===== config.mk =====
export PLATFORM = sky130hd
export DESIGN_NAME = cmp_byte_buffer
export DESIGN_NICKNAME = d
export VERILOG_FILES = /design/src/rtl/cmpbuf_pkg.sv /design/src/rtl/cmpbuf_ctrl.sv /design/src/rtl/cmpbuf_dpath.sv /design/src/rtl/cmp_byte_buffer.sv
export SDC_FILE = /design/constraint.sdc
export NUM_CORES = 1
export LEC_CHECK = 0
export BUFFER_PORTS_ARGS = -buffer_cell sky130_fd_sc_hd__clkbuf_2
export CAP_MARGIN = 10
export CORE_ASPECT_RATIO = 0.9
export CORE_MARGIN = 10
export CORE_UTILIZATION = 60
export CTS_CLUSTER_DIAMETER = 100
export DETAILED_ROUTE_END_ITERATION = 10
export GPL_TIMING_DRIVEN = 0
export PLACE_DENSITY = 0.83
export SKIP_LAST_GASP = 1
export SLEW_MARGIN = 30
export SYNTH_ARGS = -nofsm -noshare
export SYNTH_HDL_FRONTEND = slang
export SYNTH_SLANG_ARGS = --single-unit

===== constraint.sdc =====
create_clock -name clk -period 3 [get_ports clk]
set_clock_uncertainty 0.2 [all_clocks]
set_input_delay 0.6 -clock clk [delete_from_list [all_inputs] [get_ports clk]]
set_output_delay 0.6 -clock clk [all_outputs]
set_load 0.03 [all_outputs]

===== src/rtl/cmpbuf_pkg.sv =====
package cmpbuf_pkg;

  // Strobes from control to datapath, all valid for one cycle
  typedef struct packed {
    logic storeHi;     // capture wrData into the high shadow byte
    logic storeLo;     // capture wrData into the low shadow byte
    logic immLoad;     // load active from the just-completed shadow pair
    logic pendCapture; // hold the just-completed pair as pending
    logic pendLoad;    // load active from the pending value
  } cmpStrobe_t;

endpackage


===== src/rtl/cmpbuf_ctrl.sv =====
module cmpbuf_ctrl
  import cmpbuf_pkg::*;
#(
  parameter int CS_W = 2
) (
  input  logic            clk,
  input  logic            rstN,
  input  logic            wrHi,
  input  logic            wrLo,
  input  logic            wrCtrl,
  input  logic [CS_W-1:0] clkSel,
  input  logic            presTick,
  output cmpStrobe_t      strobe,
  output logic            loadPulse
);

  logic hiSeen, loSeen, pendValid;
  logic hiNow, loNow, pairDone, counterStopped;

  assign counterStopped = (clkSel == '0);
  // A byte written together with a control write stores data but does not count
  assign hiNow    = hiSeen | (wrHi & ~wrCtrl);
  assign loNow    = loSeen | (wrLo & ~wrCtrl);
  assign pairDone = hiNow & loNow & (wrHi | wrLo) & ~wrCtrl;

  always_comb begin
    strobe.storeHi     = wrHi;
    strobe.storeLo     = wrLo;
    strobe.immLoad     = pairDone & counterStopped;
    strobe.pendCapture = pairDone & ~counterStopped;
    strobe.pendLoad    = pendValid & presTick;
  end

  always_ff @(posedge clk or negedge rstN) begin
    if (!rstN) begin
      hiSeen    <= 1'b0;
      loSeen    <= 1'b0;
      pendValid <= 1'b0;
      loadPulse <= 1'b0;
    end else begin
      if (wrCtrl || pairDone) begin
        hiSeen <= 1'b0;
        loSeen <= 1'b0;
      end else begin
        hiSeen <= hiNow;
        loSeen <= loNow;
      end
      if (strobe.pendCapture)   pendValid <= 1'b1;
      else if (strobe.pendLoad) pendValid <= 1'b0;
      loadPulse <= strobe.immLoad | strobe.pendLoad;
    end
  end

  // a control write leaves no byte counted
  assert_ctrl_clears_R5: assert property (@(posedge clk) disable iff (!rstN)
    wrCtrl |=> (!hiSeen && !loSeen));

  // a completed pair leaves both flags clear
  assert_flags_clear_R6: assert property (@(posedge clk) disable iff (!rstN)
    pairDone |=> (!hiSeen && !loSeen));

  // stopped counter loads on the completing write
  assert_stopped_load_R3: assert property (@(posedge clk) disable iff (!rstN)
    (pairDone && counterStopped) |=> loadPulse);

  // a tick with a pending pair produces a load
  assert_tick_load_R4: assert property (@(posedge clk) disable iff (!rstN)
    (pendValid && presTick) |=> loadPulse);

  // a control write does not drop a pending transfer
  assert_ctrl_keeps_pend_R9: assert property (@(posedge clk) disable iff (!rstN)
    (wrCtrl && pendValid && !presTick) |=> pendValid);

endmodule


===== src/rtl/cmpbuf_dpath.sv =====
module cmpbuf_dpath
  import cmpbuf_pkg::*;
#(
  parameter int BYTE_W = 8
) (
  input  logic                clk,
  input  logic                rstN,
  input  logic [BYTE_W-1:0]   wrData,
  input  cmpStrobe_t          strobe,
  output logic [2*BYTE_W-1:0] activeVal
);

  localparam int VAL_W = 2 * BYTE_W;
  localparam int LANES = 2;

  logic [LANES-1:0]  laneStore;
  logic [VAL_W-1:0]  shadowQ, shadowNext, pendVal;

  assign laneStore = {strobe.storeHi, strobe.storeLo};

  // Lane 0 is the low byte, lane 1 the high byte
  for (genvar lane = 0; lane < LANES; lane++) begin : gLane
    assign shadowNext[lane*BYTE_W +: BYTE_W] =
      laneStore[lane] ? wrData : shadowQ[lane*BYTE_W +: BYTE_W];

    always_ff @(posedge clk or negedge rstN) begin
      if (!rstN) shadowQ[lane*BYTE_W +: BYTE_W] <= '0;
      else       shadowQ[lane*BYTE_W +: BYTE_W] <= shadowNext[lane*BYTE_W +: BYTE_W];
    end
  end

  always_ff @(posedge clk or negedge rstN) begin
    if (!rstN) begin
      pendVal   <= '0;
      activeVal <= '0;
    end else begin
      if (strobe.pendCapture) pendVal <= shadowNext;
      if (strobe.immLoad)       activeVal <= shadowNext;
      else if (strobe.pendLoad) activeVal <= pendVal;
    end
  end

  // without a transfer strobe the active value holds
  assert_active_hold_R2: assert property (@(posedge clk) disable iff (!rstN)
    !(strobe.immLoad || strobe.pendLoad) |=> $stable(activeVal));

  // the pending value moves only on a new completed pair
  assert_pend_hold_R8: assert property (@(posedge clk) disable iff (!rstN)
    !strobe.pendCapture |=> $stable(pendVal));

endmodule


===== src/rtl/cmp_byte_buffer.sv =====
module cmp_byte_buffer
  import cmpbuf_pkg::*;
#(
  parameter int BYTE_W = 8,
  parameter int CS_W   = 2
) (
  input  logic                clk,
  input  logic                rstN,
  input  logic                wrHi,
  input  logic                wrLo,
  input  logic [BYTE_W-1:0]   wrData,
  input  logic                wrCtrl,
  input  logic [CS_W-1:0]     clkSel,
  input  logic                presTick,
  output logic [2*BYTE_W-1:0] activeVal,
  output logic                loadPulse
);

  cmpStrobe_t strobe;

  cmpbuf_ctrl #(.CS_W(CS_W)) uCtrl (
    .clk(clk), .rstN(rstN), .wrHi(wrHi), .wrLo(wrLo), .wrCtrl(wrCtrl),
    .clkSel(clkSel), .presTick(presTick), .strobe(strobe), .loadPulse(loadPulse)
  );

  cmpbuf_dpath #(.BYTE_W(BYTE_W)) uDpath (
    .clk(clk), .rstN(rstN), .wrData(wrData), .strobe(strobe), .activeVal(activeVal)
  );

  // a load pulse always comes with a changed or reloaded value source
  assert_pulse_after_R9: assert property (@(posedge clk) disable iff (!rstN)
    (strobe.immLoad || strobe.pendLoad) |=> loadPulse);

endmodule


==> results.yml <==
status:
  status: "completed"
critical_path:
  crit_type: "in2reg"
  startpoint_type: "input pin"
  endpoint_kind: "register"
  crit_fanout: 10
  crit_chain: "clkbuf_2, nand2_1, a211oi_2, buf_4, mux2_2"
  critPathArrivalTime_ps: 2210
  cp_slowest_cell: "a211oi_2"
  crit_required_ps: 2980
  worstSetupStartpoint: "wrHi"
  slowest_delay_ps: 670
  rr_startpoint: "uCtrl.pendValid$_DFFE_PN0P_"
detailed_routing:
  drt_iter0_markers: 89
  wl_per_cell_um: 17.59
  wirelength_um: 3799
  drc: 0
  vias: 1171
  avgViaCountPerCell: 5.421
  antenna_left: 0
  drt-pass1-iter-count: 4
synth:
  yosys_warnings: 0
  syn-num-nets: 151
  syn_area_sq_um: 2160
  synth_compound_area_frac: 0.03187
  synth-simple-area-share: 0.009849
  ys_seq_area_frac: 0.6025
  muxShareOfSynthArea: 0.3384
  yosys.area_share.adder: 0
  synth_top_family_by_area: "multiplexers"
  avgSynthCellArea_sq_um: 16.00
  synthXorXnorAreaFrac: 0
  ys_seq_elements: 52
  netlist_instances: 135
  synthDistinctLibCells: 17
floorplan:
  ioPinCount: 33
  initial_core_util: 0.6299
  rows: 20
  die_h_um: 76.92
  die_area_sq_um: 6402
  dieWidth_um: 83.24
  core_sq_um: 3428
final_layout:
  diodes: 0
  nNetsFinal: 190
  areaGrowthSynthToFinish_pct: 13.27
  stdcell_count: 216
  finish.utilization: 0.7135
  drive_gt1_frac: 0.6105
  final_common_cell: "mux2_2"
  layout_common_cells: "63 x mux2_2, 52 x dfrtp_1, 31 x clkbuf_2, 5 x clkbuf_8"
  design_area_sq_um: 2446
pwr:
  sw_frac_of_total: 0.3276
  pwr-share-clk: 0.171
  p_per_area_nw_per_um2: 812.8
  p_switching_mw: 0.6513
  combPwrFrac: 0.338
  fin_total_pwr_mw: 1.988
  seqPwrFrac: 0.491
  internal_power_mw: 1.337
  ir_worst_vdd_mv: 0.4665
  cellLeakagePower_nw: 1.106
sta:
  relSlewSlack: 0.4882
  final.min_clock_period_ps: 2227
  tightest_slew_ps: 766.3
  rsz0062_at_grt: "false"
  drv_slew: 0
  hold_viol: 0
  period_share: 0.7424
  timing.fmax_mhz: 449.0
  setup_violations: 0
  finalSetupTns_ps: 0
placed_design:
  gp_congestion: 0.7027
  placed_area_sq_um: 2377
  numPortBuffers: 32
  placed_cells: 211
cts:
  cts_buffer_depth: 2
  cts_root_buf: "clkbuf_8"
  postCtsSetupRepairBufs: 0
  numCtsBuffers: 5
  post_cts_resized: 0
  clock_latency_ps: 290
  cts.sinks: 52
  cts_tree: "yes"
  clkTransAtPathRegs_ps: 80
  cts_max_level: 2
  holdBufCountCts: 0
grt:
  antenna_found_initial: 0
  grt_pass1_vias: 1290
  grt_pass1_wl_um: 6258
  grt_start_max_net_pins: 53
  grtUsageTotal: 0.1221
  grt_overflow: 0
flow_run:
  drv_cap: 0
worst_hold_path:
  hp-class: "in2async"
[sequential cells by signal (all words and copies together) (netlist names)]
signal and flops:
uCtrl.hiSeen 1, uCtrl.loSeen 1, uCtrl.loadPulse 1, uCtrl.pendValid 1, uDpath.activeVal 16, uDpath.pendVal 16, uDpath.shadowQ 16
[power by group through the flow]
stage	clock, mW	sequential (mW)	combinational [mW]
after floorplan	0	1.18	0.286
after global placement	0	0.976	0.664
after detailed placement	0	0.993	0.687
after CTS	0.352	0.978	0.688
after global routing	0.387	0.997	0.725
final	0.340	0.976	0.673
[final timing paths]
check                                                  end  slack, ps  cells after the start
max                         uDpath.pendVal[13]$_DFFE_PN0P_        770                      5
min                          uDpath.pendVal[5]$_DFFE_PN0P_        160                      1
max reg2reg                uDpath.activeVal[2]$_DFFE_PN0P_        790                      4
min reg2reg                  uDpath.pendVal[5]$_DFFE_PN0P_        310                      1
max in group asynchronous      uDpath.shadowQ[7]$_DFF_PN0_       2000                      1
min in group clk             uDpath.pendVal[5]$_DFFE_PN0P_        310                      1
[critical path: cells and delay by family]
kind            cells  cell delay, ps
compound gates      1             670
buf+inv             2             450
mux                 1             360
simple gates        1             120
[logic make-up (layout without fill, tap and decap cells)]
group | count (synthesis) | in the layout
AND/OR/NAND/NOR | 5 | 5
multiplexers | 65 | 65
buffers and inverters | 7 | 44
flip-flops | 52 | 52
AO/OA/AOI/OAI | 6 | 6
[layout make-up]
cell class,count,area (sq um)
multi-input cells,76,820.8
inverters,2,7.507
flip-flops and latches,52,1301
clock buffers,5,68.82
repair buffers,32,162.7
well taps,44,55.05
fillers,247,982.2
plain buffers,5,30.03
[per-layer routing]
metal	up-vias	GRT usage	routed length (um)
met1	588	0.1403	1669
met2	25	0.2022	1928
met5	-	0	0
met3	3	0.04013	172
met4	0	0.05442	28
li1	555	-	-
[per-stage QoR]
stage | setup WS, ps | hold WS (ps)
after floorplan | 910.0 | 104.4
after global placement | 491.5 | 285.0
after detailed placement | 452.3 | 292.7
after CTS | 768.1 | 178.9
after global routing | 690.0 | 207.9
final | 772.9 | 162.9
[Yosys cell counts]
| master | n | share of area |
|---|---|---|
| mux2_2 | 63 | 0.33 |
| dfrtp_1 | 52 | 0.60 |
| a21o_1 | 2 | 0.0070 |
| clkbuf_1 | 2 | 0.0035 |
| inv_1 | 2 | 0.0035 |
| nand2_1 | 2 | 0.0035 |
| nor3_1 | 2 | 0.0046 |
| a2111oi_4 | 1 | 0.013 |
| a211oi_2 | 1 | 0.0058 |
| buf_1 | 1 | 0.0017 |
| buf_4 | 1 | 0.0035 |
| buf_6 | 1 | 0.0052 |
| mux2_1 | 1 | 0.0052 |
| mux2i_1 | 1 | 0.0046 |
| nor2_1 | 1 | 0.0017 |
| o21ai_0 | 1 | 0.0023 |
| o21ai_2 | 1 | 0.0041 |
Note: power is estimated with default switching activity, not from simulation.
